===== src/rtl/tmr_pkg.sv =====
package tmr_pkg;

  localparam int CNT_W  = 16;
  localparam int DIGITS = CNT_W / 4;

  typedef enum logic [2:0] {
    MD_TC_INT  = 3'd0,
    MD_ONESHOT = 3'd1,
    MD_RATE    = 3'd2,
    MD_SQUARE  = 3'd3,
    MD_SW_STB  = 3'd4,
    MD_HW_STB  = 3'd5
  } md_e;

  // codes 6 and 7 fold onto the rate and square behaviours
  function automatic md_e norm_mode(input logic [2:0] code);
    case (code)
      3'd0: return MD_TC_INT;
      3'd1: return MD_ONESHOT;
      3'd2: return MD_RATE;
      3'd3: return MD_SQUARE;
      3'd4: return MD_SW_STB;
      3'd5: return MD_HW_STB;
      3'd6: return MD_RATE;
      default: return MD_SQUARE;
    endcase
  endfunction

  // one step down, binary or digit-wise decimal with borrow
  function automatic logic [CNT_W-1:0] cnt_dec(input logic [CNT_W-1:0] v, input logic bcd);
    logic [CNT_W-1:0] r;
    logic             brw;
    logic [3:0]       nib;
    if (!bcd) return v - 1'b1;
    r   = v;
    brw = 1'b1;
    for (int i = 0; i < DIGITS; i++) begin
      nib = v[i*4 +: 4];
      if (brw) begin
        if (nib == 4'd0) nib = 4'd9;
        else begin
          nib = nib - 4'd1;
          brw = 1'b0;
        end
      end
      r[i*4 +: 4] = nib;
    end
    return r;
  endfunction

  // drop the unit bit: valid for both binary and decimal coding
  function automatic logic [CNT_W-1:0] even_part(input logic [CNT_W-1:0] v);
    return {v[CNT_W-1:1], 1'b0};
  endfunction

  function automatic logic bcd_ok(input logic [CNT_W-1:0] v);
    logic ok;
    ok = 1'b1;
    for (int i = 0; i < DIGITS; i++)
      if (v[i*4 +: 4] > 4'd9) ok = 1'b0;
    return ok;
  endfunction

endpackage


===== src/rtl/tmr_gate_sync.sv =====
module tmr_gate_sync #(
  parameter int STAGES = 2
) (
  input  logic clk,
  input  logic rst_n,
  input  logic d_in,
  output logic lvl,
  output logic rise
);
  // STAGES synchronizing flops plus one history flop for edge detection
  logic [STAGES:0] sh;

  always_ff @(posedge clk or negedge rst_n) begin
    if (!rst_n) sh <= '0;
    else        sh <= {sh[STAGES-1:0], d_in};
  end

  assign lvl  = sh[STAGES-1];
  assign rise = sh[STAGES-1] & ~sh[STAGES];
endmodule


===== src/rtl/tmr_dec.sv =====
module tmr_dec
  import tmr_pkg::*;
(
  input  logic [CNT_W-1:0] cur,
  input  logic             bcd,
  output logic [CNT_W-1:0] dec1,
  output logic [CNT_W-1:0] dec2
);
  assign dec1 = cnt_dec(cur, bcd);
  assign dec2 = cnt_dec(dec1, bcd);
endmodule


===== src/rtl/tmr_chan.sv =====
module tmr_chan
  import tmr_pkg::*;
#(
  parameter int SYNC_STAGES = 2
) (
  input  logic             clk,
  input  logic             rst_n,
  input  logic             cnt_en,
  input  logic             gate_in,
  input  logic             mode_wr,
  input  logic [2:0]       mode_sel,
  input  logic             bcd_sel,
  input  logic             ld_first,
  input  logic             ld_done,
  input  logic [CNT_W-1:0] ld_value,
  output logic             tmr_out,
  output logic [CNT_W-1:0] cnt_val
);
  localparam logic [CNT_W-1:0] ONE = CNT_W'(1);
  localparam logic [CNT_W-1:0] TWO = CNT_W'(2);

  md_e              mode_q;
  logic             bcd_q;
  logic [CNT_W-1:0] cnt_q, init_q;
  logic             out_r, run_q, armed_q, strobe_q, odd_q;

  logic             gate_s, gate_rise;
  logic [CNT_W-1:0] dec1, dec2;

  tmr_gate_sync #(.STAGES(SYNC_STAGES)) u_gsync (
    .clk(clk), .rst_n(rst_n), .d_in(gate_in), .lvl(gate_s), .rise(gate_rise)
  );

  tmr_dec u_dec (.cur(cnt_q), .bcd(bcd_q), .dec1(dec1), .dec2(dec2));

  // named internal events, in priority order
  logic busy_ev, edge_mode, periodic, trig_ev, inhib_ev, tick_ok, gate_ok, step_ev, restore_ev;
  assign busy_ev    = mode_wr | ld_done | ld_first;
  assign edge_mode  = (mode_q == MD_ONESHOT) || (mode_q == MD_HW_STB);
  assign periodic   = (mode_q == MD_RATE) || (mode_q == MD_SQUARE);
  assign trig_ev    = !busy_ev && gate_rise && ((edge_mode && armed_q) || (periodic && run_q));
  assign inhib_ev   = !busy_ev && !trig_ev && periodic && !gate_s;
  assign tick_ok    = !busy_ev && !trig_ev && !inhib_ev && cnt_en;
  assign gate_ok    = edge_mode ? 1'b1 : gate_s;
  assign step_ev    = tick_ok && run_q && gate_ok;
  assign restore_ev = tick_ok && strobe_q;

  always_ff @(posedge clk or negedge rst_n) begin
    if (!rst_n) begin
      mode_q   <= MD_TC_INT;
      bcd_q    <= 1'b0;
      cnt_q    <= '0;
      init_q   <= '0;
      out_r    <= 1'b1;
      run_q    <= 1'b0;
      armed_q  <= 1'b0;
      strobe_q <= 1'b0;
      odd_q    <= 1'b0;
    end else if (mode_wr) begin
      mode_q   <= norm_mode(mode_sel);
      bcd_q    <= bcd_sel;
      out_r    <= (norm_mode(mode_sel) != MD_TC_INT);
      run_q    <= 1'b0;
      armed_q  <= 1'b0;
      strobe_q <= 1'b0;
    end else if (ld_done) begin
      init_q  <= ld_value;
      armed_q <= 1'b1;
      case (mode_q)
        MD_TC_INT: begin
          cnt_q <= ld_value;
          out_r <= 1'b0;
          run_q <= 1'b1;
        end
        MD_SW_STB: begin
          cnt_q    <= ld_value;
          out_r    <= 1'b1;
          run_q    <= 1'b1;
          strobe_q <= 1'b0;
        end
        MD_RATE: if (!run_q) begin
          cnt_q <= ld_value;
          out_r <= 1'b1;
          run_q <= 1'b1;
        end
        MD_SQUARE: if (!run_q) begin
          cnt_q <= even_part(ld_value);
          odd_q <= ld_value[0];
          out_r <= 1'b1;
          run_q <= 1'b1;
        end
        default: ; // edge-triggered modes wait for GATE
      endcase
    end else if (ld_first) begin
      if (mode_q == MD_TC_INT) begin
        run_q <= 1'b0;
        out_r <= 1'b0;
      end
    end else if (trig_ev) begin
      case (mode_q)
        MD_ONESHOT: begin
          cnt_q <= init_q;
          out_r <= 1'b0;
          run_q <= 1'b1;
        end
        MD_HW_STB: begin
          cnt_q    <= init_q;
          out_r    <= 1'b1;
          run_q    <= 1'b1;
          strobe_q <= 1'b0;
        end
        MD_RATE: begin
          cnt_q <= init_q;
          out_r <= 1'b1;
        end
        default: begin
          cnt_q <= even_part(init_q);
          odd_q <= init_q[0];
          out_r <= 1'b1;
        end
      endcase
    end else if (inhib_ev) begin
      out_r <= 1'b1;
    end else begin
      if (restore_ev) begin
        out_r    <= 1'b1;
        strobe_q <= 1'b0;
      end
      if (step_ev) begin
        case (mode_q)
          MD_TC_INT, MD_ONESHOT: begin
            cnt_q <= dec1;
            if (dec1 == '0) begin
              out_r <= 1'b1;
              run_q <= 1'b0;
            end
          end
          MD_SW_STB, MD_HW_STB: begin
            cnt_q <= dec1;
            if (dec1 == '0) begin
              out_r    <= 1'b0;
              strobe_q <= 1'b1;
              run_q    <= 1'b0;
            end
          end
          MD_RATE: begin
            if (cnt_q == ONE) begin
              cnt_q <= init_q;
              out_r <= 1'b0;
            end else begin
              cnt_q <= dec1;
              out_r <= 1'b1;
            end
          end
          default: begin
            if (out_r && odd_q && cnt_q == '0) begin
              // extra high interval of an odd count
              out_r <= 1'b0;
              cnt_q <= even_part(init_q);
              odd_q <= init_q[0];
            end else if (cnt_q == TWO && !(out_r && odd_q)) begin
              out_r <= ~out_r;
              cnt_q <= even_part(init_q);
              odd_q <= init_q[0];
            end else begin
              cnt_q <= dec2;
            end
          end
        endcase
      end
    end
  end

  assign tmr_out = out_r;
  assign cnt_val = cnt_q;
endmodule


===== config.mk =====
export PLATFORM = sky130hd
export DESIGN_NAME = tmr_chan
export DESIGN_NICKNAME = d
export VERILOG_FILES = /design/src/rtl/tmr_pkg.sv /design/src/rtl/tmr_gate_sync.sv /design/src/rtl/tmr_dec.sv /design/src/rtl/tmr_chan.sv
export SDC_FILE = /design/constraint.sdc
export NUM_CORES = 1
export LEC_CHECK = 0
export BUFFER_PORTS_ARGS = -buffer_cell sky130_fd_sc_hd__buf_2
export CORE_AREA = 2 2 121 123
export CTS_BUF_LIST = sky130_fd_sc_hd__clkbuf_2 sky130_fd_sc_hd__clkbuf_4 sky130_fd_sc_hd__clkbuf_8
export DETAILED_ROUTE_END_ITERATION = 6
export DIE_AREA = 0 0 123 125
export PLACE_DENSITY = 0.52
export SLEW_MARGIN = 20
export SYNTH_ARGS = -nofsm -noshare
export SYNTH_HDL_FRONTEND = slang
export SYNTH_SLANG_ARGS = --single-unit

===== constraint.sdc =====
create_clock -name clk -period 6.8 [get_ports clk]
set_clock_uncertainty 0.2 [all_clocks]
set_input_delay 0.34 -clock clk [delete_from_list [all_inputs] [get_ports clk]]
set_output_delay 0.34 -clock clk [all_outputs]
set_load 0.01 [all_outputs]

==> summary.md <==
| Metric | Value |
|---|---|
| Final Hold Viols | `0` |
| Worst-Skew Late Latency | `310 ps` |
| Yosys warns | `0` |
| Fin area | `between 4000 and 5000 µm²` |
| Slew @ Worst Pin | `1070 ps` |
| LEAKAGE | `roughly 1.8 nW` |
| Via count | `~4200` |
| Final core occ | `31.1%` |
| Top cells by count, synth | `nor2_1, dfrtp_1, nand2_1` |
| Post-synth top area share | `26.9%` |
| Vias/cell | `5.86` |
| Routability cong. | `slightly below 0.9` |
| Antenna cells | `0` |
| Mapped cell area | `3990 µm²` |
| Critical register-to-register path startpoint | `cnt_val[0]` |
| DRT Pass-1 Iters | `5` |
| CP max FO | `21` |
| Synth unique cells | `71` |
| DIE AREA | `around 15000 µm²` |
| Count leader, synth | `nor2_1` |
| Mean Syn Cell Area | `approximately 8 µm²` |
| Post-route insts no fill | `711` |
| Top_reg_cell synth | `dfrtp_1` |
| # port buffers | `43` |
| Avg WL per Cell | `roughly 19 µm` |
| Vias in the first global route | `4028` |
| Fin crit share | `just over 60%` |
| Top cells by area, synth | `dfrtp_1, mux2_2, nor2_1, o21ai_0, a21oi_1` |
| TritonCTS clock tree | `built` |
| MaxCap Viol Count | `0` |
| Chip height | `125 µm` |
| Top delay family on crit path | `simple AND/OR/NAND/NOR gates` |
| Fmax | `between 0.2 and 0.25 GHz` |
| Worst vdd ir | `just under 0.1 mV` |
| Synthesized flop and latch total | `44` |
| Final number of max-transition violations | `0` |
| Initial drt markers | `320` |
| Core area | `roughly 14000 µm²` |
| Antenna violations before repair | `0` |
| # rows | `44` |
| RSZ-0062 raised after global routing | `false` |
| Dpl hpwl | `about 10000 µm` |
| Minimum clock period | `just over 4000 ps` |
| Number of synthesized flops with an enable pin | `0` |
| Root buffer cell | `clkbuf_8` |
| CTS Buf Count | `5` |
| Depth of the CTS H-tree | `2` |
| Min-delay worst type | `in -> reg` |
| Initial core utilization | `~28%` |
| Post-DRT Antenna Nets | `0` |
| Layout cells sized above 1 | `between 10% and 20%` |
| Slowest cell on the critical path | `dfrtp_1` |
| Fin nets | `around 560` |
| Total I/O pin count | `44` |
| Global-route wire length before repair | `21800 µm` |
| Pwr per Cell Area | `275 nW/µm²` |
| Slew margin rel. | `about a quarter` |
| Placed Cells | `roughly 700` |
| Grt ovf | `0` |
| CP Launch Type | `flip-flop` |
| Worst EP required | `6790 ps` |
| Total GRT Usage | `17.9%` |
| DRC errors left | `0` |
| Asr flop ratio synth | `100%` |
| Setup TNS | `0 ps` |
| P&R area growth vs syn | `10.7%` |
| Worst stage delay on the critical path | `~660 ps` |
| HP Start | `ld_value[0]` |
| Crit path buffers/inverters | `1` |
| Clock Path Buffers | `2` |
| Die X | `around 120 µm` |
| Setup-failing EPs final | `0` |
| Clock transition at path regs | `~80 ps` |
| Drt total wl | `13500 µm` |
| WP data arrival | `a little over 4000 ps` |
| Largest net degree at the start of global routing | `45` |
| Critical-path cell list | `inv_1 -> ha_1 -> or2_2 -> nor3_1 -> o211a_1 -> nor3b_1 -> nand4_1 -> or4_4 -> a211oi_2 -> mux2_1` |
| Post-Syn Nets | `roughly 540` |
| Clock tree sinks | `between 40 and 50` |
| Crit. End Element | `flip-flop` |
| Crit. Startpoint | `cnt_val[0]` |
| CP Class | `reg -> reg` |
| Outcome | `finished, final reports clean` |
| Dpl cell area | `4300 µm²` |
| Post-synthesis instance total | `508` |
| Sequential element share of the synthesized area | `between 20% and 30%` |
| Yosys top cell by area | `dfrtp_1` |
[cell usage in the layout, fill, tap and decap left out, types with 3 or more instances in the layout]
master	netlist	final
mux2i_1	9	9
inv_1	16	16
nor2b_1	3	3
ha_1	4	4
o22ai_1	10	10
o31a_1	4	4
a31oi_1	12	12
nor2_1	54	54
dfrtp_1	43	43
nand2_1	38	38
o21a_1	3	3
a21o_1	4	4
o211ai_1	4	4
o21ai_0	37	37
o31ai_1	7	6
a211oi_1	6	6
o211a_1	4	4
mux2_2	21	21
and4_1	6	6
xor2_1	4	4
a32oi_1	3	3
a221oi_1	9	9
and2_1	5	5
buf_4	0	5
nand3_1	12	12
a22oi_1	3	3
xnor2_1	10	10
nor3_1	24	24
nor4_1	6	6
a21oi_1	36	36
or3_1	5	5
and3_1	6	6
nand4_1	8	8
clkbuf_8	0	6
nand2b_1	5	5
buf_2	5	42
a22o_1	3	3
[cell type report]
type	instances	area (µm²)
clock buffer	6	82.6
clock inverter	2	10.0
tap	184	230
sequential	44	1100
fill	1561	9780
inverter	16	60.1
timing repair buffer	49	268
multi-input combinational	410	2670
[stage by stage]
step / hold WS, ps / power [mW] / setup slack (ps)
2_1_floorplan: -156 / 0.854 / 3110
3_3_place_gp: 134 / 1.02 / 2920
3_5_place_dp: 137 / 1.03 / 2740
4_1_cts: 38.1 / 1.21 / 2720
5_1_grt: 45.5 / 1.31 / 2460
6_report: 48.0 / 1.22 / 2650
[routing by layer]
layer | GRT usage [%] | wire [µm]
met1 | 25.1 | 6090
met2 | 27.8 | 6300
met3 | 2.65 | 745
met4 | 6.15 | 322
met5 | 0 | 0
[what timing repair did]
action,4_1_cts,5_1_grt
setup buffers,0,0
hold buffers,1,1
hold endpoints to repair,1,43
gates resized for setup,0,0
[registers in the layout, indices dropped and copies added (netlist names), 3 cells and up]
name,cells
cnt_val,16
mode_q,3
u_gsync.sh,3
init_q,16
[kinds of logic (layout without fill, tap and decap cells)]
logic type / Yosys count / after routing / share of synthesized area (%)
AOI/OAI and AO/OA: 164 / 164 / 27.3
xor gates and xnor gates: 14 / 14 / 3.07
adders and majority gates: 4 / 4 / 1.25
buffers and inverters: 54 / 73 / 5.98
DFF: 44 / 44 / 27.6
muxes: 31 / 31 / 8.46
and+or+nand+nor: 197 / 197 / 26.3
[worst min-delay path, delay by kind of cell]
| family | cells | cell delay, ps |
|---|---|---|
| simple gates | 1 | 40 |
| compound gates | 1 | 60 |
| buf+inv | 1 | 80 |
[path summary, 6_finish.rpt]
check                      cells after the start             to  slack (ps)
max                                           10          run_q        2650
min                                            3      init_q[0]          50
max reg2reg                                   10          run_q        2650
min reg2reg                                    0  u_gsync.sh[1]         150
max in group asynchronous                      2      init_q[3]        5600
min in group asynchronous                      2      mode_q[2]         370
[report_power, final]
part / internal, mW / switching, mW
Sequential: 0.315 / 0.127
Combinational: 0.237 / 0.359
Clock: 0.0813 / 0.0976
Total: 0.633 / 0.584
(Power assumes the default switching activity.)
